==> src/rtl/lbist_pkg.sv <==
package lbist_pkg;
    typedef enum logic [1:0] {
        ST_IDLE  = 2'd0,
        ST_RUN   = 2'd1,
        ST_DRAIN = 2'd2,
        ST_DONE  = 2'd3
    } lbist_state_e;
endpackage

==> src/rtl/lbist_tpg.sv <==
module lbist_tpg #(
    parameter int IN_W = 18
) (
    input  logic            clk,
    input  logic            rst,
    input  logic            en,
    output logic [IN_W-1:0] pat
);
    typedef struct packed {
        logic [IN_W-1:0] cnt;
    } tpg_s;

    tpg_s cur_q, nxt_d;

    always_comb begin
        nxt_d = cur_q;
        if (en) nxt_d.cnt = cur_q.cnt + 1'b1;
    end

    always_ff @(posedge clk) begin
        if (rst) cur_q <= '0;
        else     cur_q <= nxt_d;
    end

    assign pat = cur_q.cnt;
endmodule

==> src/rtl/lbist_cut.sv <==
module lbist_cut #(
    parameter int   IN_W   = 18,
    parameter int   OUT_W  = 4,
    parameter bit   FAULTY = 1'b0,
    parameter int   FBIT   = 0,
    parameter bit   FVAL   = 1'b0,
    parameter int   FPAT   = -1
) (
    input  logic             clk,
    input  logic             rst,
    input  logic [IN_W-1:0]  pat,
    output logic [OUT_W-1:0] resp
);
    typedef struct packed {
        logic [OUT_W-1:0] r;
    } cut_s;

    cut_s cur_q, nxt_d;

    always_comb begin
        logic [OUT_W-1:0] f;
        f = '0;
        for (int i = 0; i < IN_W; i++) f[i % OUT_W] = f[i % OUT_W] ^ pat[i];
        for (int j = 0; j < OUT_W; j++) begin
            if (j + OUT_W < IN_W) f[j] = f[j] ^ (pat[j] & pat[j + OUT_W]);
        end
        if (FAULTY) begin
            if (FPAT < 0)                f[FBIT] = FVAL;
            else if (int'(pat) == FPAT)  f[FBIT] = ~f[FBIT];
        end
        nxt_d.r = f;
    end

    always_ff @(posedge clk) begin
        if (rst) cur_q <= '0;
        else     cur_q <= nxt_d;
    end

    assign resp = cur_q.r;
endmodule

==> src/rtl/lbist_ora.sv <==
module lbist_ora #(
    parameter int OUT_W = 4,
    parameter int MEMB  = 4
) (
    input  logic                  clk,
    input  logic                  rst,
    input  logic                  valid,
    input  logic [MEMB*OUT_W-1:0] resps,
    output logic                  fail
);
    typedef struct packed {
        logic err;
    } ora_s;

    ora_s cur_q, nxt_d;
    logic differ;

    always_comb begin
        differ = 1'b0;
        for (int m = 1; m < MEMB; m++) begin
            if (resps[m*OUT_W +: OUT_W] != resps[0 +: OUT_W]) differ = 1'b1;
        end
    end

    always_comb begin
        nxt_d = cur_q;
        if (!cur_q.err && valid && differ) nxt_d.err = 1'b1;
    end

    always_ff @(posedge clk) begin
        if (rst) cur_q <= '0;
        else     cur_q <= nxt_d;
    end

    assign fail = cur_q.err;
endmodule

==> src/rtl/lbist_harness.sv <==
module lbist_harness #(
    parameter int IN_W       = 18,
    parameter int OUT_W      = 4,
    parameter int NUM_BUT    = 8,
    parameter int GROUP      = 4,
    parameter int NUM_TPG    = 2,
    parameter int FAULT_COPY = -1,
    parameter int FAULT_BIT  = 0,
    parameter bit STUCK_VAL  = 1'b0,
    parameter int FAULT_PAT  = -1,
    localparam int NUM_ANA   = (NUM_BUT + GROUP - 1) / GROUP
) (
    input  logic               clk,
    input  logic               rst,
    input  logic               start,
    output logic               done,
    output logic               pass,
    output logic [NUM_ANA-1:0] fail
);
    import lbist_pkg::*;

    typedef struct packed {
        lbist_state_e st;
        logic         valid;
    } ctl_s;

    ctl_s cur_q, nxt_d;
    logic run_en;
    logic last_pat;
    logic cmp_valid_q;
    logic [NUM_TPG-1:0][IN_W-1:0]   pats;
    logic [NUM_BUT*OUT_W-1:0]       resps;

    assign run_en      = (cur_q.st == ST_RUN);
    assign last_pat    = &pats[0];
    assign cmp_valid_q = cur_q.valid;

    always_comb begin
        nxt_d       = cur_q;
        nxt_d.valid = run_en;
        case (cur_q.st)
            ST_IDLE:  if (start) nxt_d.st = ST_RUN;
            ST_RUN:   if (last_pat) nxt_d.st = ST_DRAIN;
            ST_DRAIN: nxt_d.st = ST_DONE;
            default:  nxt_d.st = ST_DONE;
        endcase
    end

    always_ff @(posedge clk) begin
        if (rst) begin
            cur_q.st    <= ST_IDLE;
            cur_q.valid <= 1'b0;
        end else begin
            cur_q <= nxt_d;
        end
    end

    for (genvar t = 0; t < NUM_TPG; t++) begin : g_tpg
        lbist_tpg #(.IN_W(IN_W)) u_tpg (
            .clk (clk),
            .rst (rst),
            .en  (run_en),
            .pat (pats[t])
        );
    end

    for (genvar k = 0; k < NUM_BUT; k++) begin : g_cut
        lbist_cut #(
            .IN_W   (IN_W),
            .OUT_W  (OUT_W),
            .FAULTY (k == FAULT_COPY),
            .FBIT   (FAULT_BIT),
            .FVAL   (STUCK_VAL),
            .FPAT   (FAULT_PAT)
        ) u_cut (
            .clk  (clk),
            .rst  (rst),
            .pat  (pats[k % NUM_TPG]),
            .resp (resps[k*OUT_W +: OUT_W])
        );
    end

    for (genvar g = 0; g < NUM_ANA; g++) begin : g_ora
        localparam int REST = NUM_BUT - g * GROUP;
        localparam int MEMB = (REST < GROUP) ? REST : GROUP;
        lbist_ora #(.OUT_W(OUT_W), .MEMB(MEMB)) u_ora (
            .clk   (clk),
            .rst   (rst),
            .valid (cur_q.valid),
            .resps (resps[g*GROUP*OUT_W +: MEMB*OUT_W]),
            .fail  (fail[g])
        );
    end

    assign done = (cur_q.st == ST_DONE);
    assign pass = done & ~(|fail);
endmodule

==> config.mk <==
export PLATFORM = sky130hd
export DESIGN_NAME = lbist_harness
export DESIGN_NICKNAME = d
export VERILOG_FILES = /design/src/rtl/lbist_pkg.sv /design/src/rtl/lbist_tpg.sv /design/src/rtl/lbist_cut.sv /design/src/rtl/lbist_ora.sv /design/src/rtl/lbist_harness.sv
export SDC_FILE = /design/constraint.sdc
export NUM_CORES = 1
export LEC_CHECK = 0
export ABC_CLOCK_PERIOD_IN_PS = 1660
export BUFFER_PORTS_ARGS = -buffer_cell sky130_fd_sc_hd__clkbuf_2
export CORE_ASPECT_RATIO = 1.2
export CORE_MARGIN = 2
export CORE_UTILIZATION = 61
export DETAILED_ROUTE_END_ITERATION = 6
export PLACE_DENSITY_LB_ADDON = 0.15
export SLEW_MARGIN = 20
export SYNTH_ARGS = -nofsm -noshare
export SYNTH_HDL_FRONTEND = slang
export SYNTH_SLANG_ARGS = --single-unit
==> constraint.sdc <==
create_clock -name clk -period 1.66 [get_ports clk]
set_input_delay 0.332 -clock clk [delete_from_list [all_inputs] [get_ports clk]]
set_output_delay 0.332 -clock clk [all_outputs]
set_load 0.005 [all_outputs]
==> run summary <==
The flow ran to the end, and the final reports show no timing, DRC or antenna violations. Clock skew on the completed layout was measured at 0.00688 ns. Once layout is complete, the cells apart from fillers number 340. At the pin with the least slew margin, the transition time is 0.453 ns. Detailed placement ended at an HPWL of 3250 um.

Before antenna repair, the detailed router went through 4 iterations. The critical path in this run is classified as reg2out. Synthesized-area fraction occupied by adder cells: 0.0527. In this run the remaining antenna-violating nets after routing total 0. Dividing the synthesized area by the synthesized cell count gives 9.14 sq um. STA classifies the critical path startpoint as a flip-flop.

The floorplan has 24 rows. The part of the power in the clock network is 0.391, and the area share of xor/xnor cells in the synthesized design is 0.195. The summed instance area of the synthesized netlist was 2380 sq um.

On the critical path the largest part of the delay comes from flip-flops. Entering global routing, the biggest net connects 50 pins. 0 antenna diodes ended up in the layout. The fraction of power spent switching nets is 0.222. The run gives 0.056 as the portion of total power attributed to combinational logic. Max-cap violations in this run came to 0. The net count after synthesis is 273.

Timing would allow up to 0.642 GHz. For the setup-violating endpoint count in the final report, the log shows 0. Dividing the detail-routed wire length by the instance count gives 13.5 um. The tools report the number of antenna violations at the first check in global routing as 0. For this design the total switching power over the nets is 0.488 mW. The worst-case IR drop observed on VDD is 0.542 mV. The first global-routing pass estimated 7930 um of wire.

The worst hold path was traced through 3 stages. From left edge to right edge, the die measures 61.0 um. Across all hold checks on the routed design, the worst slack comes to 0.355 ns. The worst register-to-register path ends at cur_q[2]. The number of buffers and inverters on the critical path is 2. The total number of yosys warnings was 0. For the register share of total power, the log shows 0.553. Ranked by total cell area, the synthesized netlist is headed by dfxtp_1 (41%), xnor2_1 (10%), xor2_1 (9.6%), ha_1 (5.3%), nor2_1 (4.9%). In the routed design, unresolved DRC markers number 0. The tools report the core footprint as 3690 sq um. At the end of routability-driven placement, the weighted congestion stood at 0.836. For the worst setup path, the data arrival time is 1.23 ns. Along the worst path, the maximum fanout reaches 4. The worst register-to-register path begins at g_tpg[0].u_tpg.pat[0]. The number of clock sinks came out at 49.

The path with the worst hold slack has its endpoint at cur_q[1]. The later pin in the worst-skew pair is clocked with a latency of 0.30 ns. For this block, the initial DRC count from the detailed router was 126.

The worst hold path class is in2reg. The total global-route track usage came out at 0.235. Internal power comes to 1.71 mW. The largest total area in the synthesized netlist belongs to dfxtp_1. The fill cell total of the finished layout was 302; the period utilization was 0.938. The fraction of the core area covered by cells at the end of the flow came out at 0.748. The run gives 0.413 as the proportion of synthesized chip area in sequential cells. The number of hold buffers added after CTS was 0.

For the worst setup path, the data required time is 1.33 ns. The signal on the critical path passes through buf_4 > and2_1 > and3_1 > clkbuf_2. The die covers 4410 sq um. The tools report the endpoint kind of the worst setup timing path as an output port. The vertical extent of the die works out to 72.4 um.

The longest clock path from root to sink contains 2 buffers. The run gives 2 as the H-tree depth reported by CTS. The register bit total from synthesis was 49; the routed via count divided by cell count was 5.40. After layout, the minimum clock period comes to 1.56 ns. The run gives 1793 as the via count of the first global-routing pass. The tools report the count of final hold-check violations as 0.

Cell depth of the worst flop-to-flop path: 5. For the internal reg-to-reg setup slack, the log shows 0.11 ns. The power per cell area was 794 nW/um^2. Compound-gate portion of the synthesized area: 0.0737. The number of clock buffers added by TritonCTS is 5. Clock root buffer: clkbuf_8. The combinational family with the most area after synthesis was simple AND/OR/NAND/NOR gates. The top-area cell type share of the netlist area is 0.413, and the number of top-level pins is 7. From synthesis to final layout, the design area changed by 16.2%. For the leakage power figure, the log shows 1.11 nW.

Among all stages on the critical path, the largest delay is contributed by dfxtp_1. After technology mapping, the gate count stands at 260. TritonCTS built the clock tree. The multiplexer share of the synthesized area was 0.00843. The total count of max-transition violations in the final report came out at 0.

The sequential cells in the finished layout cover a total of 988 sq um. The post-CTS clock slew at the launch and capture registers of the worst setup and hold paths came out at 0.09 ns. The multi-input logic area was 1330 sq um.

The tools report the total congestion overflow after global routing as 0. The share of final-layout standard cells stronger than drive strength 1 is 0.194, and the initial cell density of the core is 0.643. In the final timing run, aggregate negative setup slack is 0 ns. The run gives 1836 as the via count. The routed design has 4590 um of wire.

For the number of distinct library cell variants in the gate-level netlist after synthesis, the log shows 28. In this run the tool buffered the top-level ports with 6 buffer cells. The worst stage delay on the critical path is 0.34 ns, and the count of nets after finishing is 300.

The tools report the worst max-slew margin expressed relative to the limit as 0.694. The total placed cells including tap cells is 330, and the post-synthesis simple-gate area fraction is 0.221. The startpoint identified for the worst hold timing path is start.
final cells by class:
class	count	share of cell area
Clock buffer	5	0.0249
Clock inverter	3	0.0168
Inverter	5	0.00680
Multi-Input combinational cell	193	0.481
Sequential cell	49	0.358
Tap cell	52	0.0236
Timing Repair Buffer	33	0.0888
power by group through the flow:
stage	combinational, mW	sequential, mW	clock [mW]
6_report	0.123	1.21	0.857
4_1_cts	0.124	1.21	0.879
2_1_floorplan	0.0909	1.24	0
3_3_place_gp	0.121	1.24	0
3_5_place_dp	0.123	1.24	0
5_1_grt	0.138	1.22	0.921
worst register-to-register path: cells and delay by family (launching register included):
family	cells	cell delay [ns]
DFF	1	0.37
and+or+nand+nor	3	0.74
AOI/OAI and AO/OA	1	0.16
adders and majority gates	1	0.22
Yosys cell counts (all sizes together):
master / count
nor2b: 2
nor2: 31
mux2i: 2
and4b: 2
dfxtp: 49
and4: 4
and3: 5
nand4: 13
or4: 3
nand2: 9
buf: 7
xor2: 26
or3: 10
and2: 4
clkbuf: 6
nand3: 12
o31ai: 3
a21oi: 17
o41ai: 1
o32ai: 1
inv: 5
o21ai: 10
xnor2: 27
ha: 10
or4b: 1
sequential cells by signal, summed over array words and instances (netlist names):
name	flops
cmp_valid_q	1
cur_q	2
g_cut.u_cut.resp	8
g_ora.u_ora.fail	2
g_tpg.u_tpg.pat	36
worst max path at each step:
| stage | slack (ns) | endpoint | cells past startpoint | start |
|---|---|---|---|---|
| final | 0.10 | pass | 4 | cur_q[1] |
| after global routing | -0.001 | g_tpg[1].u_tpg.pat[17] | 4 | g_tpg[1].u_tpg.pat[12] |
| after CTS | 0.003 | g_tpg[1].u_tpg.pat[12] | 4 | cur_q[2] |
| after detailed placement | 0.03 | g_tpg[1].u_tpg.pat[12] | 4 | cur_q[2] |
| after global placement | 0.10 | cur_q[2] | 5 | g_tpg[0].u_tpg.pat[0] |
| after floorplan | 0.18 | g_tpg[1].u_tpg.pat[17] | 5 | g_tpg[1].u_tpg.pat[2] |
cells by family (layout without fill, tap and decap cells):
logic type               count (synthesis)  in the layout
multiplexers                             2              2
adder cells (fa/ha/maj)                 10             10
flip-flops                              49             49
AND/OR/NAND/NOR                         96             96
XOR/XNOR                                53             53
AO/OA/AOI/OAI                           32             32
buffers and inverters                   18             46
stage by stage:
stage	instance area, sq um	power, mW	worst slack [ns]
4_1_cts	2730	2.22	0.00251
2_1_floorplan	2380	1.33	0.180
3_3_place_gp	2610	1.36	0.102
3_5_place_dp	2610	1.36	0.0308
6_report	2760	2.19	0.103
5_1_grt	2760	2.28	-0.00104
per-layer routing:
layer,part of all wire,track usage,up-vias
met1,0.47,0.294,845
met4,0.011,0.0580,0
met5,0,0,-
met2,0.49,0.404,33
met3,0.032,0.0499,8
li1,-,-,950
cell usage in the layout, fill, tap and decap left out, drive strengths merged, types with 3 or more instances in the layout:
cell type  instances
and3               5
and2               4
or4                3
nand4             13
xor2              26
dfxtp             49
o21ai             10
o31ai              3
and4               4
nor2              31
xnor2             27
a21oi             17
nand3             12
or3               10
clkbuf            11
inv                5
buf               27
ha                10
nand2              9
what timing repair did:
action / in CTS / in global routing
setup buffers: 1 / 1
endpoints found under the hold margin: 0 / 0
pin swaps: 1 / 3
resized for setup: 2 / 13
setup endpoints to repair: 1 / 8
Note: power is estimated with default switching activity, not from simulation.
